**src/rtl/tmr_cw_pkg.sv**
```systemverilog
package tmr_cw_pkg;
  localparam int CW_W = 8;
  localparam int MAX_CH = 3;

  // control word, bit 7 down to bit 0
  typedef struct packed {
    logic [1:0] sel;
    logic [1:0] acc;
    logic [2:0] mode;
    logic       bcd;
  } cw_t;

  // captured status, bit 7 down to bit 0
  typedef struct packed {
    logic       out;
    logic       nul;
    logic [1:0] acc;
    logic [2:0] mode;
    logic       bcd;
  } stat_t;

  localparam logic [1:0] SEL_READBACK = 2'b11;
  localparam logic [1:0] ACC_LATCH    = 2'b00;
endpackage

```
**src/rtl/tmr_cw_decode.sv**
```systemverilog
module tmr_cw_decode
  import tmr_cw_pkg::*;
#(
  parameter int NUM_CH = 3
) (
  input  logic              clk,
  input  logic              rst_n,
  input  logic              wr_en,
  input  logic [CW_W-1:0]   wdata,
  output logic [NUM_CH-1:0] prog_now,
  output logic [NUM_CH-1:0] stat_now,
  output logic [NUM_CH-1:0] prog_stb,
  output logic [NUM_CH-1:0] latch_stb,
  output logic [2:0]        prog_mode,
  output logic [1:0]        prog_acc,
  output logic              prog_bcd
);
  cw_t cw;
  logic              is_rb;
  logic [NUM_CH-1:0] latch_now;
  logic              fld_en;

  assign cw    = cw_t'(wdata);
  assign is_rb = (cw.sel == SEL_READBACK);

  for (genvar i = 0; i < NUM_CH; i++) begin : g_ch
    logic hit;
    logic rb_sel;
    assign hit    = (cw.sel == 2'(i));
    assign rb_sel = is_rb & wdata[i+1];
    assign prog_now[i]  = wr_en & hit & (cw.acc != ACC_LATCH);
    assign latch_now[i] = wr_en & ((hit & (cw.acc == ACC_LATCH)) |
                                   (rb_sel & ~cw.acc[1]));
    assign stat_now[i]  = wr_en & rb_sel & ~cw.acc[0];
  end

  assign fld_en = |prog_now;

  always_ff @(posedge clk or negedge rst_n) begin
    if (!rst_n) begin
      prog_stb  <= '0;
      latch_stb <= '0;
    end else begin
      prog_stb  <= prog_now;
      latch_stb <= latch_now;
    end
  end

  always_ff @(posedge clk or negedge rst_n) begin
    if (!rst_n) begin
      prog_mode <= '0;
      prog_acc  <= '0;
      prog_bcd  <= 1'b0;
    end else if (fld_en) begin
      prog_mode <= cw.mode;
      prog_acc  <= cw.acc;
      prog_bcd  <= cw.bcd;
    end
  end


  prog_onehot_chk: assert property (@(posedge clk) disable iff (!rst_n)
    $onehot0(prog_stb));


  prog_latch_excl_chk: assert property (@(posedge clk) disable iff (!rst_n)
    (prog_stb & latch_stb) == '0);


  no_write_quiet_chk: assert property (@(posedge clk) disable iff (!rst_n)
    !wr_en |=> (prog_stb == '0) && (latch_stb == '0));


  prog_field_chk: assert property (@(posedge clk) disable iff (!rst_n)
    (prog_stb != '0) |-> $stable(prog_mode) || $past(fld_en));
endmodule

```
**src/rtl/tmr_stat_slot.sv**
```systemverilog
module tmr_stat_slot
  import tmr_cw_pkg::*;
(
  input  logic  clk,
  input  logic  rst_n,
  input  logic  cap,
  input  logic  clr,
  input  logic  rd,
  input  stat_t stat_in,
  output logic  locked,
  output stat_t stat_q
);
  logic locked_n;
  logic load_en;

  assign load_en = cap & ~locked & ~clr;

  always_comb begin
    locked_n = locked;
    if (clr)
      locked_n = 1'b0;
    else if (rd && locked)
      locked_n = 1'b0;
    else if (cap)
      locked_n = 1'b1;
  end

  always_ff @(posedge clk or negedge rst_n) begin
    if (!rst_n)
      locked <= 1'b0;
    else
      locked <= locked_n;
  end

  always_ff @(posedge clk or negedge rst_n) begin
    if (!rst_n)
      stat_q <= '0;
    else if (load_en)
      stat_q <= stat_in;
  end


  stat_hold_chk: assert property (@(posedge clk) disable iff (!rst_n)
    (locked && !clr && !rd) |=> locked && $stable(stat_q));


  prog_unlock_chk: assert property (@(posedge clk) disable iff (!rst_n)
    clr |=> !locked);


  read_unlock_chk: assert property (@(posedge clk) disable iff (!rst_n)
    (rd && locked) |=> !locked);
endmodule

```
**src/rtl/tmr_cw_readback.sv**
```systemverilog
module tmr_cw_readback
  import tmr_cw_pkg::*;
#(
  parameter int NUM_CH = 3
) (
  input  logic                clk,
  input  logic                rst_n,
  input  logic                ctl_wr,
  input  logic [CW_W-1:0]     ctl_wdata,
  input  logic                ctl_rd,
  input  logic [NUM_CH-1:0]   dat_rd,
  input  logic [NUM_CH*8-1:0] cnt_byte,
  input  logic [NUM_CH-1:0]   ch_out,
  input  logic [NUM_CH-1:0]   ch_null,
  input  logic [NUM_CH*3-1:0] ch_mode,
  input  logic [NUM_CH*2-1:0] ch_acc,
  input  logic [NUM_CH-1:0]   ch_bcd,
  output logic [NUM_CH-1:0]   prog_stb,
  output logic [2:0]          prog_mode,
  output logic [1:0]          prog_acc,
  output logic                prog_bcd,
  output logic [NUM_CH-1:0]   latch_stb,
  output logic [NUM_CH-1:0]   cnt_rd_stb,
  output logic [CW_W-1:0]     rd_data
);
  localparam int CH_USE = (NUM_CH < MAX_CH) ? NUM_CH : MAX_CH;

  logic [NUM_CH-1:0] prog_now;
  logic [NUM_CH-1:0] stat_now;
  logic [NUM_CH-1:0] locked;
  stat_t             held [NUM_CH];
  logic [CW_W-1:0]   lane [NUM_CH];

  tmr_cw_decode #(.NUM_CH(CH_USE)) u_dec (
    .clk       (clk),
    .rst_n     (rst_n),
    .wr_en     (ctl_wr),
    .wdata     (ctl_wdata),
    .prog_now  (prog_now),
    .stat_now  (stat_now),
    .prog_stb  (prog_stb),
    .latch_stb (latch_stb),
    .prog_mode (prog_mode),
    .prog_acc  (prog_acc),
    .prog_bcd  (prog_bcd)
  );

  for (genvar i = 0; i < NUM_CH; i++) begin : g_slot
    stat_t live;
    assign live = '{out:  ch_out[i],
                    nul:  ch_null[i],
                    acc:  ch_acc[i*2 +: 2],
                    mode: ch_mode[i*3 +: 3],
                    bcd:  ch_bcd[i]};

    tmr_stat_slot u_slot (
      .clk     (clk),
      .rst_n   (rst_n),
      .cap     (stat_now[i]),
      .clr     (prog_now[i]),
      .rd      (dat_rd[i]),
      .stat_in (live),
      .locked  (locked[i]),
      .stat_q  (held[i])
    );

    assign cnt_rd_stb[i] = dat_rd[i] & ~locked[i];
    assign lane[i] = !dat_rd[i] ? '0 :
                     locked[i]  ? CW_W'(held[i]) : cnt_byte[i*8 +: 8];
  end

  always_comb begin
    rd_data = '0;
    if (!ctl_rd)
      for (int i = 0; i < NUM_CH; i++)
        rd_data = rd_data | lane[i];
  end


  ctl_read_zero_chk: assert property (@(posedge clk) disable iff (!rst_n)
    ctl_rd |-> rd_data == '0);


  ctl_read_keep_chk: assert property (@(posedge clk) disable iff (!rst_n)
    (ctl_rd && dat_rd == '0 && !ctl_wr) |=> $stable(locked));


  status_first_chk: assert property (@(posedge clk) disable iff (!rst_n)
    (dat_rd[0] && locked[0] && !ctl_rd) |-> !cnt_rd_stb[0] && rd_data == CW_W'(held[0]));


  one_reader_chk: assert property (@(posedge clk) disable iff (!rst_n)
    $onehot0({ctl_rd, dat_rd}));
endmodule

```
**config.mk**
```make
export PLATFORM = sky130hd
export DESIGN_NAME = tmr_cw_readback
export DESIGN_NICKNAME = d
export VERILOG_FILES = /design/src/rtl/tmr_cw_pkg.sv /design/src/rtl/tmr_cw_decode.sv /design/src/rtl/tmr_stat_slot.sv /design/src/rtl/tmr_cw_readback.sv
export SDC_FILE = /design/constraint.sdc
export NUM_CORES = 1
export LEC_CHECK = 0
export BUFFER_PORTS_ARGS = -buffer_cell sky130_fd_sc_hd__buf_2
export CAP_MARGIN = 25
export CORE_ASPECT_RATIO = 0.7
export CORE_MARGIN = 2
export CORE_UTILIZATION = 47
export CTS_CLUSTER_SIZE = 30
export DETAILED_ROUTE_END_ITERATION = 6
export PLACE_DENSITY = 0.83
export SLEW_MARGIN = 30
export SYNTH_ARGS = -nofsm -noshare
export SYNTH_HDL_FRONTEND = slang
export SYNTH_HIERARCHICAL = 1
export SYNTH_SLANG_ARGS = --single-unit
```
**constraint.sdc**
```tcl
create_clock -name clk -period 1.6 [get_ports clk]
set_input_delay 0.16 -clock clk [delete_from_list [all_inputs] [get_ports clk]]
set_output_delay 0.16 -clock clk [all_outputs]
set_load 0.01 [all_outputs]
```
Word-level counts from Yosys, hierarchy flattened

Cells that the tools add are included.

Bits in registers: 39
Input bits: 63
Output and inout bits: 23

Equal/unequal tests: 3
Multiplexer cells: 16
Bitwise logic cells: 46
Reduce and logical (&&, ||, !) cells: 10

Operators by type and width:

| cell               | number |
|---|---|
| $mux 8             | 7 |
| $and 1x1->1        | 33 |
| $or 8x8->8         | 2 |
| $mux 1             | 9 |
| $reduce_bool 3->1  | 3 |
| $not 1->1          | 8 |
| $eq 2x2->1 const B | 2 |
| $logic_not 2->1    | 2 |
| $logic_and 1x1->1  | 3 |
| $or 1x1->1         | 3 |
| $reduce_or 3->1    | 1 |
| $eq 2x1->1 const B | 1 |
| $reduce_bool 2->1  | 1 |

Longest topological paths before layout

Gate-level depths: netlist of run 1.

Word-level depth: 7
Gate-level depth with buffers: 5
Mapped depth without buffers: 4

By module

The synthesis of run 1 kept the hierarchy.

By module, submodules not included:

| module          | instances | cells an instance | area each (um^2) | seq. area each (um^2) |
|---|---|---|---|---|
| tmr_stat_slot   | 3         | 21                | 351.6            | 225.2 |
| tmr_cw_decode   | 1         | 39                | 528.0            | 300.3 |
| tmr_cw_readback | 1         | 51                | 441.7            | 0.0 |

Least setup slack after synthesis of run 1

Ideal clock, no wire load.

Kind: input to register
Start point: input port ctl_wdata[7]
End point: register g_slot[2].u_slot/stat_q[0] (netlist name)
Library setup time: 0.125 ns
Data arrival time: 1.389 ns
Data required time: 1.475 ns
Slack: 0.086 ns
Stages: 5
Cell sequence: buf_2 and4b_2 and2_1 nor3b_4 mux2_2

Longest elaborated chain between the ends: 6

RTL lines:

| item                     | RTL line              | text |
|---|---|---|
| start, declared          | tmr_cw_readback.sv:9  | `input logic [CW_W-1:0] ctl_wdata,` |
| $eq 2x2->1               | tmr_cw_decode.sv:24   | `assign is_rb = (cw.sel == SEL_READBACK);` |
| $and 1x1->1              | tmr_cw_decode.sv:30   | `assign rb_sel = is_rb & wdata[i+1];` |
| $and 1x1->1 (2 in a row) | tmr_cw_decode.sv:34   | `assign stat_now[i] = wr_en & rb_sel & ~cw.acc[0];` |
| named net stat_now[2]    | tmr_cw_readback.sv:29 | `logic [NUM_CH-1:0] stat_now;` |
| $and 1x1->1 (2 in a row) | tmr_stat_slot.sv:16   | `assign load_en = cap & ~locked & ~clr;` |
| end signal, assigned     | tmr_stat_slot.sv:39   | `stat_q <= stat_in;` |
| end, declared            | tmr_stat_slot.sv:11   | `output stat_t stat_q` |

The timed path passes the listed nets, and every way through them passes these cells.
A chain may end at the register's enable or synchronous reset.

Final worst setup path of run 1

Start point: register g_slot[1].u_slot.locked
End point: output port rd_data[6]

Longest elaborated chain between the ends: 5

RTL lines:

| item                    | RTL line              | text |
|---|---|---|
| start, declared         | tmr_stat_slot.sv:10   | `output logic locked,` |
| start signal, assigned  | tmr_stat_slot.sv:32   | `locked <= locked_n;` |
| $mux 8                  | tmr_cw_readback.sv:69 | `locked[i] ? CW_W'(held[i]) : cnt_byte[i*8 +: 8];` |
| $mux 8                  | tmr_cw_readback.sv:68 | `assign lane[i] = !dat_rd[i] ? '0 :` |
| $or 8x8->8 (2 in a row) | tmr_cw_readback.sv:76 | `rd_data = rd_data \| lane[i];` |
| $mux 8                  | tmr_cw_readback.sv:74 | `if (!ctl_rd)` |
| end, declared           | tmr_cw_readback.sv:24 | `output logic [CW_W-1:0] rd_data` |

No other way between the ends.

==> results.toml, run 1 <==
[placement]
dp_hpwl_mm = 3.80
io_buffers = 85
pre_cts_ws_ps = 7.14
routabilityCongestion = 0.826

[critical_path]
reg2reg_slack_ps = 120
cp_cell_sequence = "buf_6, mux2i_1, o22a_1, o21ai_2, buf_2"
slowest_delay_ps = 440
r2r-start = "g_slot[0].u_slot/locked$_DFFE_PN0P_"
reg2reg_depth = 5
slowest_stage = "dfrtp_2"
worstPathArrival_ps = 1490
cp_max_fo = 5
crit_path_end_kind = "output pin"
cp-start-kind = "flip-flop"
timing.rr.end = "g_slot[0].u_slot/stat_q[2]$_DFFE_PN0P_"
crit_required_ps = 1440
critPathKind = "flip-flop to output pin"
critical_path_buf_inv_count = 2
crit_family = "flip-flops"

[run]
maxCapViolations = 0

[yosys]
yosysTopAreaCell = "dfrtp_1"
ys_types = 24
syn_inst = 153
synth_flop_cell = "dfrtp_1"
yosysTopAreaCellShare_pct = 48.2
seq_area_frac_synth_pct = 48.2
syn_avg_cell_area_um2 = 13.2
yosysMostFrequentCell = "dfrtp_1"
ys_warn_count = 6
ys_top_cells_by_area = "dfrtp_1 (48%), mux2_2 (13%), mux2i_1 (12%)"
synth_commonest_cells = "dfrtp_1 (39), mux2_2 (24), mux2i_1 (24)"
async_reset_ff_share_pct = 100
syn-num-nets = 216
synth-edff-count = 0
netlist_area_um2 = 2020
synth-seq-cells = 39

[cts]
cts_inserted_buffers = 5
clkSinkCount = 39
worstSkewPairLatency_ps = 290
cts_tree = "done"
cts-root-buf = "clkbuf_8"
clkTransAtPathRegs_ps = 80
clk_path_buf_depth = 2
cts_max_level = 2

[status]
violations = "negative setup slack"
outcome = "finished, violations left"

[worst_hold_path]
min_to = "g_slot[0].u_slot/stat_q[0]$_DFFE_PN0P_"
hp-class = "input port to flip-flop"
hold_depth = 2
hold_start = "ch_bcd[0]"

[cells_and_area]
seqCellArea_um2 = 978
finalNetCount = 318
fillers = 313
diodes = 0
multi_input_area_um2 = 995
drive_gt1_share_pct = 58.6
synthToLayoutAreaGrowth_pct = 36.5

[power]
power.leakage_nw = 1.31
pwr_density_cell_nw_per_um2 = 958
ir_drop_mv = 0.745
p_total_w = 0.00265

[die]
pin_count = 86
die_area_um2 = 4860
core_um2 = 4020
die_w_um = 82.4
rows = 19
start_util_pct = 50.4
die_h_um = 58.9

[drt]
wl_per_cell_um = 15.6
drtAntennaViolNets = 0
vias = 1587
viasPerCell = 5.15
wl_mm = 4.81
first_iter_violations = 65
drc = 0
firstDrtPassIters = 4

[grt]
grt_pass1_wl_mm = 7.33
track_usage_pct = 21.1
grt_max_degree = 40
grt_pass1_vias = 1506
antenna_found_initial = 0
overflow = 0

[timing]
worstMarginPinSlew_ps = 633
finalHoldViolCount = 0
fin_skew_ps = 3.42
rsz0062_at_grt = "true"
maxSlewHeadroom_pct = 57.7
drv_slew = 0
finalWorstSetupSlack_ps = -51.9
setup_violations = 3
max_freq_mhz = 605
fin_crit_sh_pct = 103
period_needed_ps = 1650
-- cell usage in the layout, fill, tap and decap left out, types with 4 or more instances in the layout --
cell type  synthesis  layout
buf_2              3      85
buf_4              0       9
buf_6              3       4
clkbuf_8           0       6
dfrtp_1           39      37
mux2_2            24      24
mux2_4             6       6
mux2i_1           24      24
nand2b_1           9       9
nor2b_1            4       4
o21ai_1            6       6
o22a_1             8       8
-- area by class of cell --
type | instances | share of cell area [%]
multi-input cells | 107 | 36.0
flip-flops and latches | 39 | 35.4
repair buffers | 102 | 22.0
clock buffers | 6 | 2.99
well taps | 52 | 2.35
clock inverters | 2 | 1.27
-- logic make-up (layout without fill, tap and decap cells) --
| group | after synthesis | in the layout | synth area share (%) |
|---|---|---|---|
| flops | 39 | 39 | 48.2 |
| mux | 54 | 54 | 29.7 |
| buf+inv | 7 | 110 | 2.66 |
| simple gates | 29 | 29 | 10.9 |
| compound gates | 24 | 24 | 8.53 |
-- what timing repair did --
item	in CTS	in global routing
endpoints found under the hold margin	39	0
pin swaps	4	1
endpoints found under the setup margin	9	8
hold buffers	1	0
buffers inserted	3	1
gates resized for setup	4	4
-- state kept, by name, indices dropped and copies added (netlist names) --
signal and count:
g_slot.u_slot/locked 3, u_dec/prog_bcd 1, u_dec/latch_stb 3, u_dec/prog_stb 3, u_dec/prog_acc 2, g_slot.u_slot/stat_q 24, u_dec/prog_mode 3
-- layer usage --
metal  GRT usage, %  vias up  share of wire, %
li1               -      757                 -
met5              0        -                 0
met3           5.52        6               6.8
met2           30.0       68                43
met1           32.3      756                49
met4           5.00        0              0.92
-- worst max-delay path by stage --
stage                                        startpoint                                      to  slack (ps)  cells after the start
finish              g_slot[1].u_slot/locked$_DFFE_PN0P_                              rd_data[6]         -50                      5
global route        g_slot[1].u_slot/locked$_DFFE_PN0P_                              rd_data[3]        -130                      5
CTS                 g_slot[1].u_slot/locked$_DFFE_PN0P_                              rd_data[6]         -70                      5
detailed placement                         ctl_wdata[4]  g_slot[2].u_slot/stat_q[2]$_DFFE_PN0P_           7                      6
global placement                           ctl_wdata[4]  g_slot[2].u_slot/stat_q[6]$_DFFE_PN0P_          40                      6
floorplan                                  ctl_wdata[7]  g_slot[2].u_slot/stat_q[0]$_DFFE_PN0P_          90                      5
-- report_power, final --
group | switching, W | leakage (nW) | internal [W]
clock network | 0.000332 | 0.0612 | 0.000504
logic | 0.000226 | 0.767 | 0.000324
registers | 0.0000937 | 0.486 | 0.00117
total | 0.000651 | 1.31 | 0.00200
-- through the flow --
step	hold WS, ps	instances	utilization, %	area, um2	setup TNS [ps]
final	99.8	308	68.8	2760	-122
after global routing	95.8	308	68.8	2760	-691
after CTS	92.6	307	68.4	2750	-224
after detailed placement	244	295	64.4	2590	0
after global placement	236	295	64.4	2590	0
after floorplan	-136	153	-	2020	0
(Power assumes the default switching activity.)
==> run 2, diff against run 1 <==
- ABC_AREA: default -> 1
- CORE_UTILIZATION: 47 -> 50
- PLACE_DENSITY: 0.83 -> 0.85
- TNS_END_PERCENT: default -> 10
==> run 2 against run 1 <==
  * Highest routed layer unchanged
  * Design area rose by 7.6%
  * Sequential power barely moved
  * Maximum frequency rose by 5.4%
  * Clock skew rose by 0.89 ps
  * Utilization fell by 1.7 points
  * Flip-flop and latch count did not move
  * Hold slack got worse by 6.9 ps
  * Global-route usage rose by 1.4 points
  * Worst setup slack improved by 84 ps
  * Critical endpoint is now rd_data[7]
  * The flow now finishes without violations
==> results.toml, run 2 <==
[critical_path]
timing.rr.end = "g_slot[1].u_slot/stat_q[7]$_DFFE_PN0P_"
endpoint = "rd_data[7]"
critPathKind = "flip-flop to output pin"
r2r-start = "g_slot[1].u_slot/locked$_DFFE_PN0P_"
cp-start-kind = "flip-flop"
crit_required_ps = 1440
cp_max_fo = 6
reg2reg_depth = 5
crit_path_end_kind = "output pin"
worstPathArrival_ps = 1410
critPathLaunch = "g_slot[0].u_slot/locked$_DFFE_PN0P_"
reg2reg_slack_ps = 340

[status]
outcome = "complete, no violations"

[cts]
cts_inserted_buffers = 5
clkSinkCount = 39
clk_path_buf_depth = 2
worstSkewPairLatency_ps = 290
cts_max_level = 2
clkTransAtPathRegs_ps = 70
cts_tree = "done"
cts-root-buf = "clkbuf_8"

[timing]
setup_violations = 0
finalHoldViolCount = 0
drv_slew = 0
fin_crit_sh_pct = 98.0
period_needed_ps = 1570
max_freq_mhz = 638
fin_setup_tns_ps = 0
fin_skew_ps = 4.32
maxSlewHeadroom_pct = 67.9
worstMarginPinSlew_ps = 481

[yosys]
synth-edff-count = 0
yosysTopAreaCellShare_pct = 41.4
muxShareOfSynthArea_pct = 0
yosysTopAreaCell = "dfrtp_1"
synth_xor_area_share_pct = 0
yosysMostFrequentCell = "nand2_1"
ys_top_cells_by_area = "dfrtp_1 (41%), nand2_1 (19%), nand3_1 (13%)"
synth_compound_area_share_pct = 1.28
ys_types = 20
synth-seq-cells = 39
async_reset_ff_share_pct = 100
synthAdderAreaFrac_pct = 0
synth-simple-area-share_pct = 41.7
syn-num-nets = 398
synth_commonest_cells = "nand2_1 (119), nand3_1 (62), inv_1 (53)"
syn_avg_cell_area_um2 = 7.03
synth_flop_cell = "dfrtp_1"
syn_inst = 335
synth_top_family_by_area = "simple AND/OR/NAND/NOR gates"
ys_warn_count = 6
seq_area_frac_synth_pct = 41.4
netlist_area_um2 = 2350

[die]
die_w_um = 86.0
die_h_um = 61.4
die_area_um2 = 5280
start_util_pct = 53.2
core_um2 = 4430
rows = 20
pin_count = 86

[cells_and_area]
largest_reg_flops = 24
drive_gt1_share_pct = 32.3
diodes = 0
synthToLayoutAreaGrowth_pct = 26.2
finalNetCount = 489
largest-register = "g_slot.u_slot/stat_q"
fin_area_um2 = 2970
final_common_cell = "nand2_1"
fillers = 398
layout_common_cells = "nand2_1 (119), buf_2 (85), nand3_1 (62), inv_1 (53), dfrtp_1 (36)"

[power]
clock_power_share_pct = 29.0
p_seq_share_pct = 48.0
power.leakage_nw = 1.79
ir_drop_mv = 0.655
combPwrFrac_pct = 23.0
swShare_pct = 30.6
switchingPower_w = 0.000783
cellInternalPower_w = 0.00178
pwr_density_cell_nw_per_um2 = 862

[drt]
vias = 2382
wl_mm = 5.92
viasPerCell = 4.94
firstDrtPassIters = 4
drc = 0
first_iter_violations = 167
wl_per_cell_um = 12.3
drtAntennaViolNets = 0

[grt]
overflow = 0
grt_pass1_wl_mm = 9.03
grt_max_degree = 21
track_usage_pct = 22.5
antenna_found_initial = 0
grt_pass1_vias = 2013

[worst_hold_path]
hp-class = "input port to flip-flop"

[placement]
io_buffers = 85
routabilityCongestion = 0.871
dp_hpwl_mm = 4.49
post_dp_cell_area_um2 = 2810

[run]
maxCapViolations = 0
==> run 2: changes by cell type in the layout (fill, tap and decap cells not counted), moves of 8 or more <==
cell      before  now
mux2i_1       24    0
inv_2          0   12
inv_1          0   53
o22a_1         8    0
nand3_1        0   62
nand2_1        2  119
nand2b_1       9    0
mux2_2        24    0
==> run 2: critical path, cell delays in order (launching register included) <==
cell and delay [ps]:
dfrtp_2 450, buf_4 170, nand2_1 80, nand3_1 110, nand3_1 90, nand2_1 60
inv_1 50, buf_2 120
==> run 2: what timing repair did <==
item | CTS | global route
buffers inserted | 0 | 5
hold buffers | 1 | 0
hold endpoints to repair | 19 | 0
endpoints found under the setup margin | 8 | 8
resized for setup | 3 | 2
==> run 2: logic make-up (layout without fill, tap and decap cells) <==
family,Yosys count,after routing
simple gates,208,208
flops,39,39
compound gates,6,6
buf+inv,82,174
==> run 2: power groups by stage <==
stage	sequential [W]	clock (W)	combinational [W]
floorplan	0.00124	0	0.000354
global placement	0.00125	0	0.000553
detailed placement	0.00125	0	0.000572
CTS	0.00123	0.000755	0.000577
global route	0.00125	0.000793	0.000675
finish	0.00123	0.000742	0.000591
==> run 2: routing by layer <==
metal | vias to the layer above | GRT usage (%) | share of wire [%]
li1 | 1197 | - | -
met5 | - | 0 | 0
met2 | 99 | 36.3 | 46
met4 | 0 | 5.44 | 0.61
met1 | 1081 | 32.1 | 45
met3 | 5 | 4.16 | 8.4
==> run 2: worst min-delay path by stage <==
stage / slack, ps / cells after the start / end / from
after floorplan: -140 / 0 / g_slot[0].u_slot/locked$_DFFE_PN0P_ / rst_n
after global placement: 130 / 1 / u_dec/latch_stb[2]$_DFF_PN0_ / rst_n
after detailed placement: 140 / 1 / u_dec/latch_stb[2]$_DFF_PN0_ / rst_n
after CTS: 90 / 3 / g_slot[0].u_slot/stat_q[5]$_DFFE_PN0P_ / ch_acc[1]
after global routing: 100 / 3 / g_slot[0].u_slot/stat_q[5]$_DFFE_PN0P_ / ch_acc[1]
final: 90 / 3 / g_slot[0].u_slot/stat_q[5]$_DFFE_PN0P_ / ch_acc[1]
==> run 2: per-stage QoR <==
step	std cells	worst slack [ps]	hold WS, ps	power [W]	util (%)
floorplan	335	538	-136	0.00159	-
global placement	468	252	131	0.00180	63.3
detailed placement	468	210	144	0.00182	63.3
CTS	477	39.4	90.4	0.00257	66.0
global route	482	-7.56	95.5	0.00272	67.1
finish	482	32.6	93.0	0.00256	67.1
==> run 2: area by class of cell <==
type	count	area (um2)	area share, %
timing repair buffer	96	536	18.0
inverter	70	273	9.18
clock buffer	7	96.3	3.24
multi-input combinational	214	1010	34.0
sequential	39	980	33.0
tap	55	68.8	2.31
clock inverter	1	7.51	0.253
==> run 3, diff against run 2 <==
- RECOVER_POWER: default -> 25
==> run 3 against run 2 <==
  * Sequential power barely moved
  * Clock skew fell by 1.1 ps
  * Power decreased by 0.30%
  * Design area fell by 0.84%
  * Clock power is essentially flat
  * Hold slack about the same
  * Critical path depth did not move
  * Utilization is 0.56 points lower
  * Global-route usage unchanged
  * First-iteration DRC count down 13%
  * Largest power group unchanged
  * Highest routed layer unchanged
==> results.toml, run 3 (synthesis gave the netlist of run 2 again) <==
[cells_and_area]
largest-register = "g_slot.u_slot/stat_q"
fillers = 403
largest_reg_flops = 24
drive_gt1_share_pct = 30.9
multi_input_area_um2 = 990
diodes = 0
seqCellArea_um2 = 980
synthToLayoutAreaGrowth_pct = 25.2
final_common_cell = "nand2_1"
layout_common_cells = "nand2_1 (119), buf_2 (83), nand3_1 (63), inv_1 (54), dfrtp_1 (36)"
finalNetCount = 489

[die]
die_area_um2 = 5280
start_util_pct = 53.2
core_um2 = 4430
die_h_um = 61.4
pin_count = 86
die_w_um = 86.0
rows = 20

[worst_hold_path]
hp-class = "input port to flip-flop"

[drt]
first_iter_violations = 146
viasPerCell = 4.94
drc = 0
firstDrtPassIters = 4
wl_per_cell_um = 12.3
wl_mm = 5.94
drtAntennaViolNets = 0
vias = 2383

[cts]
cts_inserted_buffers = 5
cts_max_level = 2
cts-root-buf = "clkbuf_8"
cts_tree = "done"
worstSkewPairLatency_ps = 290
clk_path_buf_depth = 2
clkTransAtPathRegs_ps = 70
clkSinkCount = 39

[status]
outcome = "complete, no violations"

[critical_path]
critical_path_buf_inv_count = 3
cp_max_fo = 6
cp_cell_sequence = "buf_4, nand2_1, nand3_1, nand3_1, nand2_1, inv_1, buf_2"
crit_family = "flip-flops"
worstPathArrival_ps = 1410
crit_path_end_kind = "output pin"
slowest_stage = "dfrtp_2"
cp-start-kind = "flip-flop"
slowest_delay_ps = 450
crit_required_ps = 1440
critPathKind = "flip-flop to output pin"

[timing]
max_freq_mhz = 638
period_needed_ps = 1570
fin_crit_sh_pct = 98.0
finalHoldViolCount = 0
drv_slew = 0
worstMarginPinSlew_ps = 1160
fin_setup_tns_ps = 0
maxSlewHeadroom_pct = 22.5
finalWorstSetupSlack_ps = 31.5
setup_violations = 0
fin_skew_ps = 3.24

[placement]
io_buffers = 85
dp_hpwl_mm = 4.49
pre_cts_ws_ps = 210
routabilityCongestion = 0.871

[power]
pwr_density_cell_nw_per_um2 = 867
power.leakage_nw = 1.78
ir_drop_mv = 0.618

[grt]
overflow = 0
antenna_found_initial = 0
grt_pass1_wl_mm = 9.03
grt_max_degree = 21
track_usage_pct = 22.5
grt_pass1_vias = 2013

[run]
maxCapViolations = 0
[run 3: worst min-delay path, stage by stage]
cell and delay (ps):
buf_2 70, nand3_1 60, nand2_1 60
[run 3: per-layer routing]
layer	routed length [um]	track usage, %
met5	0	0
met1	2750	32.1
met2	2690	36.3
met4	53	5.44
met3	444	4.16
[run 3: what timing repair did]
item | in CTS | in global routing
hold buffers | 1 | 0
hold endpoints to repair | 19 | 0
endpoints found under the setup margin | 8 | 8
setup buffers | 0 | 5
resized for setup | 3 | 2
[run 3: final timing paths]
| path | start | endpoint | slack, ps | cells past startpoint |
|---|---|---|---|---|
| setup / recovery | g_slot[0].u_slot/locked$_DFFE_PN0P_ | rd_data[7] | 30 | 7 |
| hold / removal | ch_acc[1] | g_slot[0].u_slot/stat_q[5]$_DFFE_PN0P_ | 90 | 3 |
| setup reg to reg | g_slot[1].u_slot/locked$_DFFE_PN0P_ | g_slot[1].u_slot/stat_q[7]$_DFFE_PN0P_ | 340 | 5 |
| hold reg to reg | g_slot[0].u_slot/stat_q[0]$_DFFE_PN0P_ | g_slot[0].u_slot/stat_q[0]$_DFFE_PN0P_ | 480 | 2 |
| max in group asynchronous | rst_n | g_slot[1].u_slot/locked$_DFFE_PN0P_ | 220 | 2 |
| min in group asynchronous | rst_n | u_dec/latch_stb[2]$_DFF_PN0_ | 610 | 2 |
[run 3: through the flow]
step	hold slack, ps	utilization, %	area [um2]	cells	power (W)
CTS	90.4	66.0	2920	477	0.00257
global route	95.5	66.6	2950	482	0.00271
floorplan	-136	-	2350	335	0.00159
finish	93.4	66.6	2950	482	0.00256
global placement	131	63.3	2810	468	0.00180
detailed placement	144	63.3	2810	468	0.00182
[run 3: final cells by class]
class / instances / share of cell area (%)
clock buffers: 7 / 3.27
multi-input cells: 214 / 33.6
clock inverters: 1 / 0.255
flip-flops and latches: 39 / 33.2
repair buffers: 96 / 18.1
well taps: 55 / 2.33
inverters: 70 / 9.25
[run 3: power by group]
group	total [W]	switching (W)	leakage [nW]	internal [W]
Sequential	0.00123	0.0000864	0.498	0.00114
Combinational	0.000585	0.000343	1.23	0.000242
Clock	0.000741	0.000349	0.0505	0.000392
Total	0.00256	0.000778	1.78	0.00178
